**src/rtl/sarc_pkg.sv**
```systemverilog
package sarc_pkg;
  // Strobes from the control to the datapath, valid for one cycle
  typedef struct packed {
    logic loadInit;   // load top bit, clear the rest
    logic clearCur;   // drop the bit currently under test
    logic setNext;    // raise the bit just below the one under test
  } sarcStrobe_t;
endpackage

```
**src/rtl/sarc_ctrl.sv**
```systemverilog
module sarc_ctrl
  import sarc_pkg::*;
#(
  parameter int WIDTH = 4
) (
  input  logic             clk,
  input  logic             rst,
  input  logic             start,
  input  logic             gt,
  output logic             ready,
  output sarcStrobe_t      strobe,
  output logic [WIDTH-1:0] testPos
);
  localparam int MSB = WIDTH - 1;
  localparam logic [WIDTH-1:0] TOP_BIT = {1'b1, {(WIDTH-1){1'b0}}};

  logic             waitQ;
  logic [WIDTH-1:0] testQ;   // one-hot: one state per bit under test
  logic             waitD;
  logic [WIDTH-1:0] testD;
  logic             testing;

  assign testing = |testQ;

  // Mealy strobes: valid only when state and condition hold together
  always_comb begin
    strobe.loadInit = waitQ & start;
    strobe.clearCur = testing & gt;
    strobe.setNext  = testing & ~testQ[0];
  end

  always_comb begin
    testD = strobe.loadInit ? TOP_BIT : (testQ >> 1);
    waitD = (waitQ & ~start) | testQ[0];
  end

  always_ff @(posedge clk) begin
    if (rst) begin
      waitQ <= 1'b1;
      testQ <= '0;
    end else begin
      waitQ <= waitD;
      testQ <= testD;
    end
  end

  assign ready   = waitQ;
  assign testPos = testQ;

  if (MSB < 1) begin : g_width_check
    initial $error("sarc_ctrl: WIDTH must be at least 2");
  end
endmodule

```
**src/rtl/sarc_dpath.sv**
```systemverilog
module sarc_dpath
  import sarc_pkg::*;
#(
  parameter int WIDTH = 4
) (
  input  logic             clk,
  input  logic             rst,
  input  sarcStrobe_t      strobe,
  input  logic [WIDTH-1:0] testPos,
  output logic [WIDTH-1:0] code
);
  localparam logic [WIDTH-1:0] TOP_BIT = {1'b1, {(WIDTH-1){1'b0}}};

  logic [WIDTH-1:0] codeQ;
  logic [WIDTH-1:0] codeD;
  logic [WIDTH-1:0] clearMask;
  logic [WIDTH-1:0] setMask;

  // Clear and set always touch different bits, so no ordering is implied
  assign clearMask = testPos & {WIDTH{strobe.clearCur}};
  assign setMask   = (testPos >> 1) & {WIDTH{strobe.setNext}};

  always_comb begin
    if (strobe.loadInit) codeD = TOP_BIT;
    else                 codeD = (codeQ & ~clearMask) | setMask;
  end

  always_ff @(posedge clk) begin
    if (rst) codeQ <= '0;
    else     codeQ <= codeD;
  end

  assign code = codeQ;
endmodule

```
**src/rtl/sarc_top.sv**
```systemverilog
module sarc_top
  import sarc_pkg::*;
#(
  parameter int WIDTH = 4
) (
  input  logic             clk,
  input  logic             rst,
  input  logic             start,
  input  logic             gt,
  output logic             ready,
  output logic [WIDTH-1:0] result
);
  sarcStrobe_t      strobe;
  logic [WIDTH-1:0] testPos;

  sarc_ctrl #(.WIDTH(WIDTH)) ctrl_i (
    .clk    (clk),
    .rst    (rst),
    .start  (start),
    .gt     (gt),
    .ready  (ready),
    .strobe (strobe),
    .testPos(testPos)
  );

  sarc_dpath #(.WIDTH(WIDTH)) dpath_i (
    .clk    (clk),
    .rst    (rst),
    .strobe (strobe),
    .testPos(testPos),
    .code   (result)
  );
endmodule

```
**config.mk**
```make
export PLATFORM = sky130hd
export DESIGN_NAME = sarc_top
export DESIGN_NICKNAME = d
export VERILOG_FILES = /design/src/rtl/sarc_pkg.sv /design/src/rtl/sarc_ctrl.sv /design/src/rtl/sarc_dpath.sv /design/src/rtl/sarc_top.sv
export SDC_FILE = /design/constraint.sdc
export NUM_CORES = 1
export LEC_CHECK = 0
export BUFFER_PORTS_ARGS = -buffer_cell sky130_fd_sc_hd__buf_2
export CAP_MARGIN = 20
export CORE_AREA = 2 2 39 41
export CTS_BUF_LIST = sky130_fd_sc_hd__clkbuf_4 sky130_fd_sc_hd__clkbuf_8 sky130_fd_sc_hd__clkbuf_16
export DETAILED_ROUTE_END_ITERATION = 16
export DIE_AREA = 0 0 41 43
export PLACE_DENSITY = 0.45
export SLEW_MARGIN = 25
export SYNTH_ARGS = -nofsm -noshare
export SYNTH_HDL_FRONTEND = slang
export SYNTH_SLANG_ARGS = --single-unit
```
**constraint.sdc**
```tcl
create_clock -name clk -period 0.95 [get_ports clk]
set_input_delay 0.0475 -clock clk [delete_from_list [all_inputs] [get_ports clk]]
set_output_delay 0.0475 -clock clk [all_outputs]
set_load 0.05 [all_outputs]
```
==> impl_summary.txt <==
----------------------------------------------------
[Floorplan]
  Cell Rows ... 14
  Core area ... 1380 um2
  Top-Level Pins ... 9
  Die H ... 43 um
  Starting density of the core ... 22.4%
  Die Outline Area ... 1760 um2
  Width of the chip ... 41 um

[Setup path]
  Critical path's largest stage delay ... ~360 ps
  Source of the critical timing path ... dpath_i.code[0]$_SDFF_PP0_
  Startpoint of the lowest-slack register-to-register path ... ctrl_i.ready$_SDFF_PP1_
  Endpoint kind of the worst setup timing path ... primary output
  Slowest cell on the critical path ... sky130_fd_sc_hd__dfxtp_1
  Critical path cell sequence ... clkbuf_4
  Critical path buffer and inverter count ... 1
  Sort of element at the start of the critical path ... flop
  Cell family contributing the most delay on the critical path ... flip-flops
  Data arrival, critical path ... 860 ps
  Worst endpoint required time ... 900 ps
  Critical path class ... reg -> out
  Critical-path maximum fanout ... 3

[Logic synthesis]
  Proportion of netlist area held by the largest area contributor ... 58.1%
  Syn Inst Count ... 29
  Compound-Gate Fraction of Synth Area ... about a quarter
  Area fraction in and, or, nand and nor cells after synthesis ... between 10% and 20%
  Synthesis Warnings ... 0
  Post-synth ARST share ... 0%
  Post-synthesis adder-cell area fraction ... 0%
  Number of distinct library cell variants in the gate-level netlist after synthesis ... 15
  Most used standard cell by instance count after synthesis ... sky130_fd_sc_hd__dfxtp_1
  Mean post-synth cell area ... 10.7 um2
  Largest family of logic cells by synthesized area ... compound AO/OA/AOI/OAI gates
  Post-Synthesis Net Count ... 33
  Post-synth EDFFs ... 0
  Flop and latch count out of synthesis ... 9
  Top cells by area in the synthesized netlist ... sky130_fd_sc_hd__dfxtp_1 (58%), sky130_fd_sc_hd__and2_2 (7.3%), sky130_fd_sc_hd__a21boi_0 (4.8%), sky130_fd_sc_hd__o21a_1 (4.8%), sky130_fd_sc_hd__nor2b_1 (4.0%)
  Fraction of synthesized area in multiplexers ... 0%
  Largest area contributor in the netlist ... sky130_fd_sc_hd__dfxtp_1
  Most common library cells after synthesis ... sky130_fd_sc_hd__dfxtp_1 (9), sky130_fd_sc_hd__and2_2 (3)
  Post-synthesis xor/xnor area fraction ... 0%
  Top_reg_cell synth ... sky130_fd_sc_hd__dfxtp_1
  Combined area of all synthesized cells ... 310 um2
  Sequential fraction of the synthesis area ... 58.1%

[Clocking]
  TritonCTS clock tree ... built
  Maximum root-to-sink buffer count ... 2
  Insertion delay to the later sink of the worst-skew pair ... approximately 260 ps
  CTS buffer count ... 3
  Worst-path clk slew ... 60 ps
  Clock root buffer master ... sky130_fd_sc_hd__clkbuf_4
  Total number of clock tree sinks ... 9
  Depth of the CTS H-tree ... 1

[Detailed routing]
  Detailed-route wire length per cell ... 8.81 um
  Vias ... 235
  Starting DRT DRC Count ... 1
  Antenna Nets Post-Route ... 0
  Drc violations ... 0
  Total wirelength of the detailed-routed design ... 511 um
  First drt pass iteration count ... 2
  Mean number of vias per cell ... 4.05

[Pwr]
  Power per Cell Area ... roughly 1900 nW/um2
  Leakage power total ... 0.188 nW
  Largest vdd supply drop ... 618 uV

[Flow run]
  Max Cap Violations ... 0

[Timing]
  Shortest period the worst path allows ... 909 ps
  Setup repair after global routing missed its margin ... false
  Final hold vios ... 0
  Highest attainable clock frequency ... ~1.1 GHz
  Worst slew pin tran ... 251 ps
  Sum of negative setup slack ... 0 ps
  Worst clock skew ... 5.26 ps
  Post-route fraction of the period consumed by the critical path ... between 90% and 100%
  Max-slew violation count ... 0
  Final setup fails ... 0
  Max-slew headroom at the worst pin ... 83.4%

[Final layout]
  Layout overhead on the synthesized area ... 35.5%
  Layout cell share with drive strength beyond 1 ... 50.0%
  Post-route non-filler standard cell count ... 58
  Final net count ... between 40 and 50
  Antenna diodes ... 0

[Global route]
  Largest net degree at the start of global routing ... 7
  Number of global-route vias before repair ... 200
  Global-route total usage across every layer ... ~7.9%
  Total global routing overflow ... 0
  First-pass GRT wire length ... about 800 um
  Antenna violations before repair ... 0

[Run status]
  Run status ... completed

[Hold path]
  Min-delay src ... start
  Class of the tightest hold or removal check ... in -> reg

[Placement]
  Port Buffer Count ... 8
  Weighted congestion reported at the end of routability-driven placement ... approximately 0.67
  Post-placement cell count ... 53

----------------------------------------------------
registers in the layout, indices dropped and copies added (netlist names):
| register | count |
|---|---|
| ctrl_i.testPos | 4 |
| dpath_i.code | 4 |
| ctrl_i.ready | 1 |
repair_timing:
| item | 4_1_cts | 5_1_grt |
|---|---|---|
| setup buffers | 0 | 0 |
| endpoints found under the hold margin | 2 | 0 |
| gates resized for setup | 0 | 2 |
| endpoints found under the setup margin | 0 | 2 |
| hold buffers | 1 | 0 |
through the flow:
stage / setup WS, ps / power, mW / area [um2] / hold slack, ps / util, %
final: 40.7 / 0.815 / 420 / 12.8 / 30.4
after global routing: 14.6 / 0.856 / 420 / 21.9 / 30.4
after floorplan: 26.4 / 0.470 / 315 / 109 / -
after detailed placement: 161 / 0.495 / 375 / 264 / 27.1
after global placement: 173 / 0.494 / 375 / 255 / 27.1
after CTS: 9.36 / 0.824 / 415 / 8.10 / 30.0
per-layer routing:
metal / vias to the layer above / part of all wire, % / global-route usage (%) / wire length (um)
li1: 123 / - / - / -
met1: 99 / 46 / 9.09 / 236
met2: 9 / 39 / 8.13 / 201
met5: - / 0 / 0 / 0
met4: 0 / 3.3 / 10.0 / 17
met3: 4 / 11 / 4.71 / 56
cells by family after synthesis:
logic type / count (synthesis)
DFF: 9
and+or+nand+nor: 9
buffers and inverters: 1
AOI/OAI and AO/OA: 10
cells in the final DEF, fill, tap and decap left out, drive strengths merged:
cell         n
nand2        1
nand2b       1
a21boi       3
inv          1
nor2b        2
buf          6
a21bo        1
clkbuf       6
nor2         2
dlygate4sd3  1
o21ai        1
o21a         2
dfxtp        9
and2         3
o21bai       1
a21oi        2
power breakdown:
| part | leakage (nW) | internal [mW] | switching (mW) |
|---|---|---|---|
| Sequential | 0.0746 | 0.394 | 0.00829 |
| Clock | 0.0184 | 0.190 | 0.134 |
| Combinational | 0.0953 | 0.0320 | 0.0563 |
cell type report:
cell class | count | area [um2]
clock buffers | 4 | 30.0
fillers | 148 | 963
inverters | 1 | 3.75
multi-input cells | 19 | 126
flip-flops and latches | 9 | 185
well taps | 16 | 20.0
repair buffers | 9 | 55.1
worst paths after layout:
path                                     end  cells past startpoint  slack [ps]
hold / removal       ctrl_i.ready$_SDFF_PP1_                      2          10
setup reg to reg  dpath_i.code[0]$_SDFF_PP0_                      2         150
setup / recovery                   result[0]                      1          40
hold reg to reg      ctrl_i.ready$_SDFF_PP1_                      2         480
Note: power is estimated with default switching activity, not from simulation.
